### src/rtl/lin_scan_pkg.sv
package lin_scan_pkg;
  localparam int unsigned PIX_COUNT = 128;
  localparam int unsigned PIX_IW    = $clog2(PIX_COUNT);
endpackage

### src/rtl/lin_scan_enc.sv
module lin_scan_enc #(
  parameter int unsigned LEN    = 64,
  parameter int unsigned OFFSET = 0,
  parameter int unsigned IDX_W  = 7
) (
  input  logic [LEN-1:0]   sel,
  output logic [IDX_W-1:0] idx
);
  always_comb begin
    idx = '0;
    for (int i = 0; i < LEN; i++) begin
      if (sel[i]) idx = idx | IDX_W'(i + OFFSET);
    end
  end
endmodule

### src/rtl/lin_scan_section.sv
module lin_scan_section #(
  parameter int unsigned LEN = 64
) (
  input  logic           clk,
  input  logic           rst_n,
  input  logic           si,
  input  logic           hold_off,
  output logic [LEN-1:0] sel,
  output logic [LEN-1:0] irst,
  output logic           oe,
  output logic           so,
  output logic           err
);
  logic [LEN-1:0] sel_d;
  logic [LEN-1:0] irst_d;
  logic           take;
  logic           err_d;

  always_comb begin
    take   = si & ~hold_off;
    err_d  = si & hold_off;
    sel_d  = {sel[LEN-2:0], take};
    irst_d = sel & ~sel_d;
  end

  always_ff @(posedge clk or negedge rst_n) begin
    if (!rst_n) begin
      sel  <= '0;
      irst <= '0;
      err  <= 1'b0;
    end else begin
      sel  <= sel_d;
      irst <= irst_d;
      err  <= err_d;
    end
  end

  assign oe = |sel;
  assign so = sel[LEN-1];

  assert_onehot_R3: assert property (@(posedge clk) disable iff (!rst_n)
    $onehot0(sel));
  assert_reject_flag_R8: assert property (@(posedge clk) disable iff (!rst_n)
    (si && hold_off) |=> err);
  assert_clear_strobe_R6: assert property (@(posedge clk) disable iff (!rst_n)
    1'b1 |=> (irst == ($past(sel) & ~sel)));
  assert_last_leaves_R4: assert property (@(posedge clk) disable iff (!rst_n)
    so |=> (!so && irst[LEN-1]));
endmodule

### src/rtl/lin_scan_ctrl.sv
module lin_scan_ctrl
  import lin_scan_pkg::*;
#(
  parameter int unsigned NUM_PIX = PIX_COUNT,
  parameter int unsigned IDX_W   = $clog2(NUM_PIX)
) (
  input  logic               clk,
  input  logic               rst_n,
  input  logic               si_a,
  input  logic               si_b,
  output logic [NUM_PIX-1:0] pix_sel,
  output logic [NUM_PIX-1:0] integ_rst,
  output logic               oe_a,
  output logic               oe_b,
  output logic               so_a,
  output logic               so_b,
  output logic [IDX_W-1:0]   idx_a,
  output logic [IDX_W-1:0]   idx_b,
  output logic               start_err
);
  localparam int unsigned LEN_A = NUM_PIX / 2;
  localparam int unsigned LEN_B = NUM_PIX - LEN_A;

  logic [LEN_A-1:0] sel_a, irst_a;
  logic [LEN_B-1:0] sel_b, irst_b;
  logic             err_a, err_b;
  logic             hold_a, hold_b;

  // first half waits for the whole array; second half only for itself
  assign hold_a = oe_a | oe_b;
  assign hold_b = oe_b;

  lin_scan_section #(.LEN(LEN_A)) u_sec_a (
    .clk(clk), .rst_n(rst_n), .si(si_a), .hold_off(hold_a),
    .sel(sel_a), .irst(irst_a), .oe(oe_a), .so(so_a), .err(err_a)
  );

  lin_scan_section #(.LEN(LEN_B)) u_sec_b (
    .clk(clk), .rst_n(rst_n), .si(si_b), .hold_off(hold_b),
    .sel(sel_b), .irst(irst_b), .oe(oe_b), .so(so_b), .err(err_b)
  );

  lin_scan_enc #(.LEN(LEN_A), .OFFSET(0), .IDX_W(IDX_W)) u_enc_a (
    .sel(sel_a), .idx(idx_a)
  );

  lin_scan_enc #(.LEN(LEN_B), .OFFSET(LEN_A), .IDX_W(IDX_W)) u_enc_b (
    .sel(sel_b), .idx(idx_b)
  );

  assign pix_sel   = {sel_b, sel_a};
  assign integ_rst = {irst_b, irst_a};
  assign start_err = err_a | err_b;

  assert_accept_R2: assert property (@(posedge clk) disable iff (!rst_n)
    (si_a && !oe_a && !oe_b) |=> (pix_sel[0] && !start_err));
  assert_handoff_R4: assert property (@(posedge clk) disable iff (!rst_n)
    (so_a && si_b && !oe_b) |=> (pix_sel[LEN_A] && !oe_a));
  assert_terminate_R7: assert property (@(posedge clk) disable iff (!rst_n)
    (so_b && !si_b && !oe_a) |=> (!oe_a && !oe_b && integ_rst[NUM_PIX-1]));
endmodule

### config.mk
export PLATFORM = sky130hd
export DESIGN_NAME = lin_scan_ctrl
export DESIGN_NICKNAME = d
export VERILOG_FILES = /design/src/rtl/lin_scan_pkg.sv /design/src/rtl/lin_scan_enc.sv /design/src/rtl/lin_scan_section.sv /design/src/rtl/lin_scan_ctrl.sv
export SDC_FILE = /design/constraint.sdc
export NUM_CORES = 1
export LEC_CHECK = 0
export ABC_CLOCK_PERIOD_IN_PS = 4750
export BUFFER_PORTS_ARGS = -buffer_cell sky130_fd_sc_hd__buf_2
export CORE_ASPECT_RATIO = 2
export CORE_MARGIN = 3
export CORE_UTILIZATION = 53
export CTS_CLUSTER_DIAMETER = 30
export DETAILED_ROUTE_END_ITERATION = 16
export PLACE_DENSITY = 0.81
export SLEW_MARGIN = 20
export SYNTH_ARGS = -nofsm -noshare
export SYNTH_HDL_FRONTEND = slang
export SYNTH_SLANG_ARGS = --single-unit
### constraint.sdc
create_clock -name clk -period 4.75 [get_ports clk]
set_clock_uncertainty 0.05 [all_clocks]
set_input_delay 0 -clock clk [delete_from_list [all_inputs] [get_ports clk]]
set_output_delay 0 -clock clk [all_outputs]
set_load 0.01 [all_outputs]
==> summary.md <==
| Metric | Value |
|---|---|
| Root Buffer | `clkbuf_16` |
| Initial drt markers | `179` |
| Clock network power share | `0.441` |
| Reg-to-Reg Start | `u_sec_b.sel[59]$_DFF_PN0_` |
| Leakage | `6.31 nW` |
| Flop pwr share | `0.490` |
| DRT Wirelength | `22,600 µm` |
| Net Switching | `1.13 mW` |
| Avg Cell Area, Syn | `15.5 µm²` |
| Synth cell types | `25` |
| Mux cell area share after synthesis | `0` |
| Setup bufs post-CTS | `0` |
| Post-CTS Resized | `0` |
| Synth async-reset ratio | `1.00` |
| DP Area | `9620 µm²` |
| Clk buf depth | `3` |
| EDFF count, synth | `0` |
| Most used DFF post-synth | `dfrtp_1` |
| Synth Warn # | `0` |
| Final setup vio count | `0` |
| Tmin final | `2.52 ns` |
| ANT nets after route | `0` |
| Final Hold Viols | `0` |
| Final Instance Area | `10,500 µm²` |
| Largest net degree at the start of global routing | `141` |
| Num CTS Buffers | `25` |
| RSZ-0062 raised after global routing | `no` |
| # hold bufs at CTS | `3` |
| WP data required | `4.70 ns` |
| Sw Ratio | `0.239` |
| Clk Latency, worst-skew pair | `0.50 ns` |
| Vias | `5,614` |
| Synth Area in Simple Gates | `0.186` |
| CTS tree | `built` |
| Commonest cells post-synth | `dfrtp_1 (258), nor2b_1 (125), nor4_1 (40)` |
| Yosys reg bits | `258` |
| Maximum VDD drop | `463 µV` |
| Routed length on met3 | `1880 µm` |
| Detail Placement HPWL | `16,000 µm` |
| Mapped Cells | `514` |
| PD cells | `449 nW/µm²` |
| DRC viols | `0` |
| Fraction of the mapped netlist area in adder cells | `0` |
| Full die area | `16,700 µm²` |
| Pins Over Slew Limit | `0` |
| Run status | `complete, no violations` |
| Setup tns final | `0 ns` |
| Worst slew pin tran | `0.979 ns` |
| Setup crit end kind | `output port` |
| Hold Path Class | `input port to asynchronous set/reset pin` |
| Port Buf Inserts | `277` |
| Largest family of logic cells by synthesized area | `simple AND/OR/NAND/NOR gates` |
| Gp weighted congestion | `0.962` |
| Vias in the first global route | `6,084` |
| Top cells by area, synth | `dfrtp_1 (81%), nor2b_1 (9.8%), nor4_1 (3.1%)` |
| Fraction of layout cells with a size suffix above 1 | `0.394` |
| Die outline width | `92.8 µm` |
| Wl on met1 | `7210 µm` |
| Cell Int Power | `3.60 mW` |
| Vias per cell | `5.47` |
| Global-route wire length before repair | `35,000 µm` |
| WS Path Type | `register to output port` |
| Top routing layer in use | `met4` |
| Crit start category | `register` |
| I/O pin count | `279` |
| Combinational fraction of design power | `0.069` |
| CTS sink cnt | `258` |
| ANT cells | `0` |
| Slew margin rel. | `0.348` |
| Area leader, netlist | `dfrtp_1` |
| Post-synthesis xor/xnor area fraction | `0` |
| Initial DRT Pass Iterations | `5` |
| # nets final | `821` |
| Mapped Area | `7990 µm²` |
| Initial antenna violation count | `0` |
| Tot GR Track Use | `0.275` |
| Top-count cell post-synth | `dfrtp_1` |
| Seq/Total Area, Yosys | `0.808` |
| Synth Area in Compound Gates | `0.000939` |
| Core Footprint | `14,600 µm²` |
| Final worst-path cycle share | `0.531` |
| H-tree depth | `1` |
| Routed wl met2 | `12,100 µm` |
| Initial Util | `0.548` |
| Crit Path Max Fanout | `6` |
| Critical path data arrival time | `2.47 ns` |
| GRT overflow | `0` |
| Clock Pin Slew Worst Setup and Hold Paths | `0.07 ns` |
| Row count | `62` |
| Die height | `180 µm` |
| Fmax | `396 MHz` |
| Max-cap violations | `0` |
| Top-area cell type share of the netlist area | `0.808` |
| Synthesized net count | `518` |
| Wire length per cell | `22.0 µm` |
| Area growth, synth to finish | `31.9%` |
| CP startpoint | `u_sec_b.sel[59]$_DFF_PN0_` |
## routing by layer
metal  vias to the layer above  global-route usage
met1                      2775               0.299
met5                         -                   0
met3                        90              0.0494
li1                       2339                   -
met4                         0               0.157
met2                       410               0.491
## placed cells by master, fill, tap and decap left out, drive strengths merged
master,netlist,final
inv,3,11
and2,1,1
nor2b,125,125
nor4,43,43
clkinvlp,0,1
nand2,11,11
bufinv,0,3
or2,1,1
dlygate4sd3,0,3
nand4b,1,1
o21a,1,1
conb,1,1
and3,1,1
or3,2,2
or4,4,4
nor3,17,17
clkbuf,2,30
dfrtp,258,258
nand4,10,10
clkinv,0,2
nand2b,2,2
buf,3,278
nand3,12,12
nor2,15,15
and2b,1,1
## cell families (layout without fill, tap and decap cells)
logic type / Yosys count / after routing
and+or+nand+nor: 246 / 246
other: 1 / 1
DFF: 258 / 258
AOI/OAI and AO/OA: 1 / 1
buffers and inverters: 8 / 328
## cell type report
class                           instances  area (µm²)
Fill cell                             954        4040
Clock buffer                           30         684
Sequential cell                       258        6460
Multi-Input combinational cell        248        1490
Tap cell                              192         240
Timing Repair Buffer                  281        1450
Clock inverter                         14         208
Inverter                                3        11.3
## metrics by stage
stage	power [mW]	hold slack (ns)	worst slack, ns	utilization	std cells
after floorplan	2.49	-0.346	3.02	-	514
after detailed placement	2.68	0.136	2.70	0.659	979
after CTS	4.77	0.196	2.27	0.723	1026
after global placement	2.67	0.122	2.71	0.659	979
after global routing	4.90	0.228	2.18	0.723	1026
final	4.73	0.152	2.23	0.723	1026
## flip-flops by register name (all words and copies together), names as in the netlist
name          cells
u_sec_a.irst     64
u_sec_a.sel      64
u_sec_b.irst     64
u_sec_b.sel      64
u_sec_a.err       1
u_sec_b.err       1
## worst paths after layout
kind                                         endpoint  slack, ns  cells after the start
max in group asynchronous   u_sec_b.sel[13]$_DFF_PN0_       3.35                      3
setup reg to reg                u_sec_a.err$_DFF_PN0_       2.59                      5
hold reg to reg             u_sec_b.sel[21]$_DFF_PN0_       0.41                      0
min in group clk                u_sec_b.err$_DFF_PN0_       0.22                      3
hold / removal             u_sec_b.irst[46]$_DFF_PN0_       0.15                      2
setup / recovery                                 oe_b       2.23                      5
## worst max-delay path: stages (launching register included)
cell,delay (ns)
dfrtp_1,0.52
nor4_2,0.62
nand3_1,0.18
nor2_1,0.25
nand4_2,0.19
buf_2,0.20
## power groups by stage
stage	Sequential [mW]	Clock (mW)	Combinational [mW]
2_1_floorplan	2.37	0	0.119
4_1_cts	2.32	2.12	0.328
3_3_place_gp	2.35	0	0.322
5_1_grt	2.32	2.22	0.355
3_5_place_dp	2.36	0	0.324
6_report	2.32	2.09	0.327
(Power assumes the default switching activity.)
